File: src/rtl/lpi_pkg.sv
package lpi_pkg;
  parameter int unsigned SRC_N  = 4;
  parameter int unsigned LINE_W = 13;

  typedef struct packed {
    logic [SRC_N-1:0] setVec;
    logic [SRC_N-1:0] clrVec;
    logic             sbFire;
    logic             dbFire;
  } lpiStrobe_t;
endpackage

File: src/rtl/lpi_ctrl.sv
module lpi_ctrl
  import lpi_pkg::*;
#(
  parameter int unsigned ADDR_W = 3,
  parameter int unsigned DATA_W = 32
) (
  input  logic              clk,
  input  logic              rstN,
  input  logic [LINE_W-1:0] curLine,
  input  logic              lineStart,
  input  logic              frameStart,
  input  logic              running,
  input  logic              wrEn,
  input  logic [ADDR_W-1:0] wrAddr,
  input  logic [DATA_W-1:0] wrData,
  output lpiStrobe_t        strb,
  output logic [SRC_N-1:0]  maskOut
);
  localparam int unsigned FLD_LO    = 0;
  localparam int unsigned FLD_HI    = 16;
  localparam int unsigned LINE_BASE = 4;
  localparam logic [ADDR_W-1:0] A_MASK = ADDR_W'(0);
  localparam logic [ADDR_W-1:0] A_CLR  = ADDR_W'(1);
  localparam logic [ADDR_W-1:0] A_CTX  = ADDR_W'(2);

  logic [LINE_W-1:0] cmpLine [SRC_N];
  logic [LINE_W-1:0] sbLine, dbLine;
  logic [SRC_N-1:0]  maskReg, armed, hitVec;
  logic              unusedWr;

  assign unusedWr = ^wrData;

  always_comb begin
    for (int i = 0; i < SRC_N; i++) begin
      hitVec[i] = lineStart && (curLine == cmpLine[i]) && (armed[i] || frameStart);
    end
  end

  always_ff @(posedge clk) begin
    if (!rstN) begin
      maskReg <= '0;
      sbLine  <= '0;
      dbLine  <= '0;
      armed   <= '1;
      for (int i = 0; i < SRC_N; i++) cmpLine[i] <= '0;
    end else begin
      if (wrEn && wrAddr == A_MASK) maskReg <= wrData[SRC_N-1:0];
      if (wrEn && wrAddr == A_CTX) begin
        dbLine <= wrData[FLD_LO +: LINE_W];
        sbLine <= wrData[FLD_HI +: LINE_W];
      end
      for (int i = 0; i < SRC_N; i++) begin
        if (wrEn && wrAddr == ADDR_W'(LINE_BASE + i)) cmpLine[i] <= wrData[FLD_HI +: LINE_W];
      end
      armed <= (frameStart ? '1 : armed) & ~hitVec;
    end
  end

  always_comb begin
    strb.setVec = hitVec;
    strb.clrVec = (wrEn && wrAddr == A_CLR) ? wrData[SRC_N-1:0] : '0;
    strb.sbFire = lineStart && running && (curLine == sbLine);
    strb.dbFire = lineStart && running && (curLine == dbLine);
  end

  assign maskOut = maskReg;


  frame_line_zero_chk: assert property (@(posedge clk) disable iff (!rstN)
    frameStart |-> (lineStart && curLine == '0));

  for (genvar g = 0; g < SRC_N; g++) begin : gArm

    rearm_on_frame_chk: assert property (@(posedge clk) disable iff (!rstN)
      $rose(armed[g]) |-> $past(frameStart));
  end
endmodule

File: src/rtl/lpi_dpath.sv
module lpi_dpath
  import lpi_pkg::*;
(
  input  logic             clk,
  input  logic             rstN,
  input  lpiStrobe_t       strb,
  input  logic [SRC_N-1:0] maskIn,
  output logic [SRC_N-1:0] status,
  output logic             irqOut,
  output logic             sbTrig,
  output logic             dbTrig
);
  always_ff @(posedge clk) begin
    if (!rstN) begin
      status <= '0;
      sbTrig <= 1'b0;
      dbTrig <= 1'b0;
    end else begin
      status <= (status & ~strb.clrVec) | strb.setVec;
      sbTrig <= strb.sbFire;
      dbTrig <= strb.dbFire;
    end
  end

  assign irqOut = |(status & maskIn);

  for (genvar g = 0; g < SRC_N; g++) begin : gStat

    status_rise_chk: assert property (@(posedge clk) disable iff (!rstN)
      $rose(status[g]) |-> $past(strb.setVec[g]));

    status_fall_chk: assert property (@(posedge clk) disable iff (!rstN)
      $fell(status[g]) |-> ($past(strb.clrVec[g]) && !$past(strb.setVec[g])));
  end


  sb_pulse_chk: assert property (@(posedge clk) disable iff (!rstN)
    sbTrig |=> !sbTrig);

  db_pulse_chk: assert property (@(posedge clk) disable iff (!rstN)
    dbTrig |=> !dbTrig);

  irq_rise_chk: assert property (@(posedge clk) disable iff (!rstN)
    $rose(irqOut) |-> ($past(|strb.setVec) || (maskIn != $past(maskIn))));
endmodule

File: src/rtl/lpi_line_irq.sv
module lpi_line_irq
  import lpi_pkg::*;
#(
  parameter int unsigned ADDR_W = 3,
  parameter int unsigned DATA_W = 32
) (
  input  logic              clk,
  input  logic              rstN,
  input  logic [LINE_W-1:0] curLine,
  input  logic              lineStart,
  input  logic              frameStart,
  input  logic              running,
  input  logic              wrEn,
  input  logic [ADDR_W-1:0] wrAddr,
  input  logic [DATA_W-1:0] wrData,
  output logic              irqOut,
  output logic [SRC_N-1:0]  lineStatus,
  output logic              sbTrig,
  output logic              dbTrig
);
  lpiStrobe_t       strb;
  logic [SRC_N-1:0] maskVec;

  lpi_ctrl #(.ADDR_W(ADDR_W), .DATA_W(DATA_W)) uCtrl (
    .clk(clk), .rstN(rstN), .curLine(curLine), .lineStart(lineStart),
    .frameStart(frameStart), .running(running), .wrEn(wrEn),
    .wrAddr(wrAddr), .wrData(wrData), .strb(strb), .maskOut(maskVec)
  );

  lpi_dpath uDpath (
    .clk(clk), .rstN(rstN), .strb(strb), .maskIn(maskVec),
    .status(lineStatus), .irqOut(irqOut), .sbTrig(sbTrig), .dbTrig(dbTrig)
  );
endmodule

File: config.mk
export PLATFORM = sky130hd
export DESIGN_NAME = lpi_line_irq
export DESIGN_NICKNAME = d
export VERILOG_FILES = /design/src/rtl/lpi_pkg.sv /design/src/rtl/lpi_ctrl.sv /design/src/rtl/lpi_dpath.sv /design/src/rtl/lpi_line_irq.sv
export SDC_FILE = /design/constraint.sdc
export NUM_CORES = 1
export LEC_CHECK = 0
export BUFFER_PORTS_ARGS = -buffer_cell sky130_fd_sc_hd__buf_2
export CAP_MARGIN = 15
export CORE_ASPECT_RATIO = 2
export CORE_UTILIZATION = 45
export DETAILED_ROUTE_END_ITERATION = 12
export HOLD_SLACK_MARGIN = 0.05
export PLACE_DENSITY = 0.77
export SLEW_MARGIN = 5
export SYNTH_ARGS = -nofsm -noshare
export SYNTH_HDL_FRONTEND = slang
export SYNTH_HIERARCHICAL = 1
export SYNTH_SLANG_ARGS = --single-unit
File: constraint.sdc
create_clock -name clk -period 5.1 [get_ports clk]
set_input_delay 0.765 -clock clk [delete_from_list [all_inputs] [get_ports clk]]
set_output_delay 0.765 -clock clk [all_outputs]
set_load 0.01 [all_outputs]
# After elaboration in Yosys (flattened, before gate mapping)
# Memories as Yosys holds them, arrays and structs flattened.
# Index checks and enable logic that the tools add are counted.
# classes
add_sub_neg	0
mul	0
n_div	0
magnitude_cmp	0
eq_ne	12
shift	0
muxes	19
bitwise_logic	10
reduce_logical	24
# ops
operator	n
$eq A13 B13 Y1	6
$mux W13	4
$logic_and A1 B1 Y1	18
$mux W1	13
$and A4 B4 Y4	3
$eq A3 B3 Y1 const B	4
$mux W4	2
$not A4 Y4	2
$logic_or A1 B1 Y1	4
$or A1 B1 Y1	4
$or A4 B4 Y4	1
$reduce_or A4 Y1	1
$eq A3 B1 Y1 const B	1
$eq A3 B2 Y1 const B	1
$logic_not A3 Y1	1
# totals
regBits	40
latch_bits	0
ram_bits	52
romBits	0
in_bits	54
word_cells	73
mem_count	1
# mem_list
memory	depth	width	read_ports	rd_ports_with_merged_regs	write_ports	line_no	rtl
uCtrl.cmpLine	4	13	4	0	4	lpi_ctrl.sv:26	logic [LINE_W-1:0] cmpLine [SRC_N];

# Longest topological paths before layout
# Gate-level depths: netlist (run 1).
# depth
ltp_word	6
mapped_depth	6
mapped_depth_nobuf	5

# Hierarchy
# The synthesis (run 1) kept the hierarchy.
# by_module_without_submodules
module	instances	cells_each	area_each_um2	seq_area_each_um2
lpi_ctrl	1	396	4244.1	2242.2
lpi_dpath	1	19	206.4	120.1

# Worst setup path after synthesis (run 1)
# No wires, ideal clock.
# synth_timing
path_type	input to register
from	input wrAddr[0]
to	memory uCtrl.cmpLine[0][0], enable pin
arrival_ns	1.942
required_time_ns	4.699
slack_ns	2.757
cell_stages	2
cell_sequence	nand3b_1 -> o21ai_0
# synth_lines
item	line_no	rtl
start, declared	lpi_line_irq.sv:14	input logic [ADDR_W-1:0] wrAddr,
end, declared	lpi_ctrl.sv:26	

==> results list, run 1 <==
* Number of global-route vias before repair: 3,080
* Average wire length per cell after detail routing: 17.5 um
* Most frequent cells in the layout: xnor2_1, and2_1, nand2_1
- Number of standard cells after synthesis: 415
- Data on the critical path is required at its endpoint by 5.39 ns.
* Total global-route track usage: 21.7%
- Arr. time, crit path: 2.56 ns
* Most common library cell in the layout ignoring fill and taps: xnor2_1
- In this run the tightest slew margin relative to its limit is 35.8%.
- Placement row count: 51
- The worst path in the final design needs a cycle of 2.27 ns, including I/O delays and setup.
- Initial antenna violation count: 0
* Final count of negative-setup-slack endpoints: 0
- Global routing finished with a remaining overflow of 0.
- Count of distinct cell types in the synthesized netlist: 28
- In this run the worst hold path is classified as reg2reg.
- The H-tree was split into 3 levels.
- The flow ran to the end, but the final reports show violations.
- CTS sink count: 92
* Post-cts repair resize count: 0
- After synthesis, the mean cell area works out to 10.7 um^2.
* Max Cap Viol: 0
* Die extent in x: 72.3 um
- Count of unresolved DRC violations after routing: 2
* Total power after layout: 1.63 mW
- After layout, the worst path uses 44.6% of the clock period.
- Proportion of netlist area held by the largest area contributor: 35.1%
- Starting Density: 45.9%
- TritonCTS clock tree: built
* Post-synthesis to final-layout area growth: 14.1%
- For this run, the post-layout net count is 512.
* Violations in the final reports: DRC
- Kind of start point of the critical path: primary input
* Die span in y: 143 um
- Floorplan core area: 9700 um^2
* Source-to-sink clock delay at the later pin of the worst-skew pair: 0.34 ns
* Syn_nets: 469
- Across the VDD grid, the largest voltage drop is 0.000189 V.
- Summing every instance area after synthesis gives 4450 um^2.
- The number of pins exceeding their max-slew limit in the final report came to 0.
- Final estimated routing congestion in global placement: 0.817
* First-pass GRT wire length: 15,800 um
- Of the cells placed in the final design, the portion with a size suffix greater than 1 is 16.8%.
* Initial DRT Pass Iterations: 11
- Wire length reported by the detailed router: 10,400 um
- Portion of the post-synthesis area used by sequential elements: 53.1%
* Peak fanout along the critical path: 6
- In this run, the number of DRC markers left after iteration 0 of detailed routing was 138.
- Remaining number of nets flagged by the antenna check after routing: 0
- No sink is reached through more buffers than the 2 on the longest clock path.
- P_leak: 1.79 nW
* CTS Root Cell: clkbuf_16
* Synth area leaders: edfxtp_1, dfxtp_1, xnor2_1, and2_1, nand2_1
- The number of cells on the worst reg-to-reg path is 5.
* I/O Buffers: 54
* Achievable clock frequency: 440 MHz
* Routed via count: 3,047
- Clock edge transition at the registers on the reported setup and hold paths: 0.06 ns
- By startpoint and endpoint, the worst setup path is classified as in2reg.
- Hold violation total from the final report: 0
- 0 antenna diodes ended up in the layout.
- Entering global routing, the biggest net connects 48 pins.
- Buffers inserted to repair hold after CTS numbered 0.
- Setup total negative slack: 0 ns
- Overall die area: 10,300 um^2
- The largest total area in the synthesized netlist belongs to edfxtp_1.
- In the routed layout, each cell is associated on average with a via count of 5.12.
* Power density over the cells: 321 nW/um^2
- Pin slew with the least headroom to its limit: 0.963 ns
- RSZ-0062 raised after global routing: no
- The filler cells instantiated in the layout total 896.
- Post-CTS Setup Bufs: 0
* Count of state elements after synthesis: 92
* Clock buffer count from CTS: 9
* Post-route clock skew: 0.00621 ns
* Instance count along the most critical hold path: 2
- The wire-length estimate of the detail-placed layout is 7860 um.
- CP Capture Type: flip-flop
- For this design the top-level I/O count stands at 61.
- For this run, the number of Yosys warnings is 6.
[per-stage QoR]
step	instance area (um^2)	instances	hold slack, ns	utilization (%)	setup slack, ns
final	5080	595	0.468	52.4	2.83
after global routing	5080	595	0.493	52.4	2.81
after CTS	5070	594	0.472	52.3	2.90
after detailed placement	4780	578	0.459	49.3	2.55
after global placement	4780	578	0.455	49.3	2.51
after floorplan	4450	415	0.448	-	2.76
[sequential cells by signal, summed over array words and instances, names as in the netlist]
signal,cells
uCtrl/armed,4
uCtrl/cmpLine,52
uCtrl/dbLine,13
uCtrl/maskOut,4
uCtrl/sbLine,13
uDpath/dbTrig,1
uDpath/sbTrig,1
uDpath/status,4
[synthesized netlist by cell type]
cell type and instances:
xor2_1 16, a32oi_1 2, buf_6 2, nor3b_1 2, nor4b_2 1, clkbuf_1 15
and2_1 58, nor2b_1 10, mux2i_1 4, dfxtp_1 40, xnor2_1 62, nand3_1 11
o21ai_0 6, and4bb_2 1, a21boi_1 20, a22oi_1 2, a21boi_0 6, buf_2 9
nand4_1 12, o21a_1 4, edfxtp_1 52, nor2_1 8, nor4_1 10, nor4b_4 1
nand2_1 58, nand3b_1 1, or4b_1 1, inv_2 1
[layout make-up]
| class | instances | area [um^2] | area share, % |
|---|---|---|---|
| Multi-Input combinational cell | 296 | 1960 | 38.7 |
| Clock inverter | 6 | 55.1 | 1.08 |
| Sequential cell | 92 | 2360 | 46.5 |
| Inverter | 1 | 3.75 | 0.0739 |
| Tap cell | 132 | 165 | 3.25 |
| Clock buffer | 10 | 229 | 4.51 |
| Timing Repair Buffer | 58 | 300 | 5.91 |
[power breakdown]
group	switching, mW	internal [mW]
clock	0.262	0.375
combinational	0.0945	0.0675
sequential	0.0154	0.817
total	0.372	1.26
[worst paths after layout]
| check | to | slack [ns] | from |
|---|---|---|---|
| hold reg to reg | uCtrl/dbLine[2] | 0.47 | uCtrl/dbLine[2] |
| setup / recovery | uDpath/status[1] | 2.83 | curLine[3] |
| setup reg to reg | uDpath/status[1] | 3.06 | uCtrl/cmpLine[1][11] |
| hold / removal | uCtrl/dbLine[2] | 0.47 | uCtrl/dbLine[2] |
[logic make-up after synthesis]
group | after synthesis | share of synthesized area, %
compound gates | 40 | 6.47
buf+inv | 27 | 2.87
mux | 4 | 0.900
xor+xnor | 78 | 15.3
flops | 92 | 53.1
simple gates | 174 | 21.3
[metal layers]
metal	vias to the layer above	track usage, %	part of all wire, %
met5	-	0	0
li1	1483	-	-
met2	86	40.0	57
met3	38	3.18	3.3
met1	1440	20.0	33
met4	0	18.8	7.1
[critical path, stage by stage]
cell and delay, ns:
buf_2 0.18, xor2_1 0.18, nor4_1 0.78, nand2_1 0.12, nor4_1 0.37, o21a_1 0.17
Power figures use the tool's default switching activity.
==> inputs of run 2 (changes only) <==
--- a/config.mk
+++ b/config.mk
@@ -5,6 +5,7 @@
 export SDC_FILE = /design/constraint.sdc
 export NUM_CORES = 1
 export LEC_CHECK = 0
+export ABC_AREA = 1
 export BUFFER_PORTS_ARGS = -buffer_cell sky130_fd_sc_hd__buf_2
 export CAP_MARGIN = 15
 export CORE_ASPECT_RATIO = 2
==> constraint.sdc (replaced) <==
create_clock -name clk -period 2.3 [get_ports clk]
set_input_delay 0.345 -clock clk [delete_from_list [all_inputs] [get_ports clk]]
set_output_delay 0.345 -clock clk [all_outputs]
set_load 0.01 [all_outputs]
==> results list, run 2 <==
- In this run the vertical extent of the chip is 149 um.
* Overflow left after global routing: 0
- Max Cap Viol: 0
- Post-route minimum period: 1.42 ns
- In the final timing run, aggregate negative setup slack is 0 ns.
- Pin count of the biggest net entering global routing: 44
* Most flops, register: uCtrl/cmpLine
* Post-cts repair resize count: 0
- For this design the static power due to leakage is 2.73 nW.
* Total power after layout: 3.76 mW
- Clock tree synthesis inserted a total of 9 buffers.
- Power density over the cells: 678 nW/um^2
- After detailed routing, the average wire length per cell comes to 14.6 um.
- Part of the power in combinational logic: 11.8%
* Floorplan core area: 10,500 um^2
- Pin slew with the least headroom to its limit: 0.646 ns
* Arr. time, crit path: 1.70 ns
- Category of the most critical setup path: reg2reg
- Tightest Hold Check Type: in2reg
- Global routing consumed, over all layers together, 25.7% of the routing resources.
- CTS sink count: 92
- For this run, the top clock speed supported by timing is 705 MHz.
* Iteration-0 DRC count of the detailed router: 248
* Post-route clock skew: 0.0108 ns
- CTS Root Cell: clkbuf_16
* Switching power of the nets: 0.960 mW
- Max reg flops: 52
- The die is 75.4 um wide.
- In the routed layout, each cell is associated on average with a via count of 5.01.
- Summing all placed instances gives a cell area of 5240 um^2.
- H-Tree Level Count: 3
* Maximum resistive drop on vdd: 0.000533 V
- TritonCTS clock tree: built
- After clock tree synthesis, the clock-pin slew on the worst setup and hold paths is 0.07 ns.
* Yosys synthesis warning count: 6
- Combined flip-flop and latch cell area: 2360 um^2
- Number of standard cells after synthesis: 691
- For this run, the post-layout net count is 799.
- The worst hold path begins at wrData[6].
- The via count of the first global-routing pass is 4,418.
* Source-to-sink clock delay at the later pin of the worst-skew pair: 0.34 ns
- Setup violations remaining at the end of the flow were counted as 0.
* Layout filler cell count: 1,074
* Placement row count: 53
- Fraction of layout cells with a size suffix above 1: 12.0%
* Clock share of power: 38.5%
- Of the total power, registers draw 49.7%.
* Internal: 2.80 mW
- Final estimated routing congestion in global placement: 0.917
- Wire length reported by the detailed router: 13,000 um
* Max-slew headroom: 56.9%
- Post-CTS Setup Bufs: 0
- Post-Synthesis Mean Instance Area: 7.01 um^2
- Worst slack at placement: 0.584 ns
- Commonest cells in the netlist: nand2_1, nor2_1, inv_1, edfxtp_1, dfxtp_1
- Hold Worst Slack: 0.249 ns
- Kind of start point of the critical path: flip-flop
- Initial antenna violation count: 0
- Count of distinct cell types in the synthesized netlist: 24
* Net switching fraction of the power: 25.6%
- Post-synthesis cell area: 4840 um^2
- Count of flip-flops with a built-in enable after synthesis: 52
- Syn_nets: 745
- Reg-to-reg startpoint: uCtrl/cmpLine[2][10]
* Post-synthesis to final-layout area growth: 14.3%
- In the synthesized netlist the async set-or-reset flop fraction comes to 0%.
* Final HPWL DP: 10,200 um
* Proportion of netlist area held by the largest area contributor: 32.2%
- Hold violation total from the final report: 0
- Across all setup checks in the final design, the least slack found is 0.881 ns.
- Synth Flop Type: edfxtp_1
* Largest registers: uCtrl/cmpLine: 52 flops, uCtrl/dbLine: 13 flops, uCtrl/sbLine: 13 flops
- The number of pins exceeding their max-slew limit in the final report is 0.
- Count of state elements after synthesis: 92
- Area of the multi-input gates: 2030 um^2
* Most used standard cell by instance count after synthesis: nand2_1
- Leaving out fill and tap cells, the most frequent cell in the layout is nand2_1.
- Setup repair after global routing left no endpoint under its margin.
* CP Capture Type: flip-flop
* CTS Hold Buffers Added: 0
* Peak fanout along the critical path: 2
- Critical path origin: uCtrl/cmpLine[2][10]
* First-pass GRT wire length: 20,600 um
- The final critical path takes up 61.7% of the cycle.
- Most frequent cells in the layout: nand2_1, nor2_1, inv_1
- The finished cells cover 5540 um^2.
- For this run, design rule violations remaining after detail routing come to 0.
* Worst EP required: 2.58 ns
- The longest clock path from root to sink contains 2 buffers.
* Cell taking the most area after synthesis: edfxtp_1
- The die covers 11,200 um^2.
- Run status: complete, no violations
- The repair_antennas step left the layout with diodes totalling 0.
* Synth area leaders: edfxtp_1, nand2_1, dfxtp_1, nor2_1, inv_1
- Starting Density: 46.2%
- Portion of the post-synthesis area used by sequential elements: 48.8%
- The first detailed-routing pass took 5 iterations.
- Io pins: 61
* Routed via count: 4,448
- I/O Buffers: 54
- Remaining number of nets flagged by the antenna check after routing: 0
[run 2: cell types whose count changed in the layout (fill, tap and decap cells not counted), moves of 20 or more]
cell      delta
and2_1      -58
o21ai_0     +25
a21oi_1     +24
nand2_1    +176
xnor2_1     -57
inv_1       +92
nor2_1     +133
a21boi_1    -20
[run 2: worst paths after layout]
check / slack (ns) / depth (start not counted) / to
setup / recovery: 0.88 / 9 / uDpath/status[2]
hold / removal: 0.25 / 3 / uCtrl/dbLine[6]
setup reg to reg: 0.88 / 9 / uDpath/status[2]
hold reg to reg: 0.49 / 2 / uDpath/status[1]
[run 2: cell families after synthesis]
| kind of cell | after synthesis | share of synthesized area [%] |
|---|---|---|
| AOI/OAI and AO/OA | 79 | 8.68 |
| DFF | 92 | 48.8 |
| and+or+nand+nor | 397 | 31.7 |
| buffers and inverters | 114 | 9.25 |
| xor gates and xnor gates | 9 | 1.63 |
[run 2: worst max-delay path, stage by stage (launching register included)]
cell and delay [ns]:
edfxtp_1 0.39, nand2_1 0.08, nand2_1 0.05, nor2_1 0.23, nand2_1 0.10, nor2_1 0.12
nand2_1 0.11, nor2_1 0.10, inv_1 0.06, a21oi_2 0.12
[run 2: power by group through the flow]
| stage | registers, mW | clock network [mW] | logic, mW |
|---|---|---|---|
| floorplan | 1.89 | 0 | 0.284 |
| global placement | 1.90 | 0 | 0.432 |
| detailed placement | 1.90 | 0 | 0.437 |
| CTS | 1.87 | 1.48 | 0.439 |
| global route | 1.88 | 1.53 | 0.503 |
| finish | 1.87 | 1.44 | 0.443 |
[run 2: area by class of cell]
type | instances | share of cell area [%]
clock buffer | 12 | 4.84
clock inverter | 4 | 0.565
inverter | 100 | 6.78
multi-input combinational | 485 | 36.8
sequential | 92 | 42.7
tap | 137 | 3.10
timing repair buffer | 57 | 5.29
[run 2: routing by layer]
| layer | global-route usage, % | vias up | routed length (um) |
|---|---|---|---|
| li1 | - | 2246 | - |
| met1 | 24.8 | 1983 | 4480 |
| met2 | 45.7 | 154 | 7020 |
| met3 | 4.32 | 65 | 466 |
| met4 | 19.9 | 0 | 986 |
| met5 | 0 | - | 0 |
[run 2: through the flow]
step,cells,util [%]
after detailed placement,871,50.0
after CTS,887,52.8
after global routing,887,52.8
final,887,52.8
after floorplan,691,-
after global placement,871,50.0
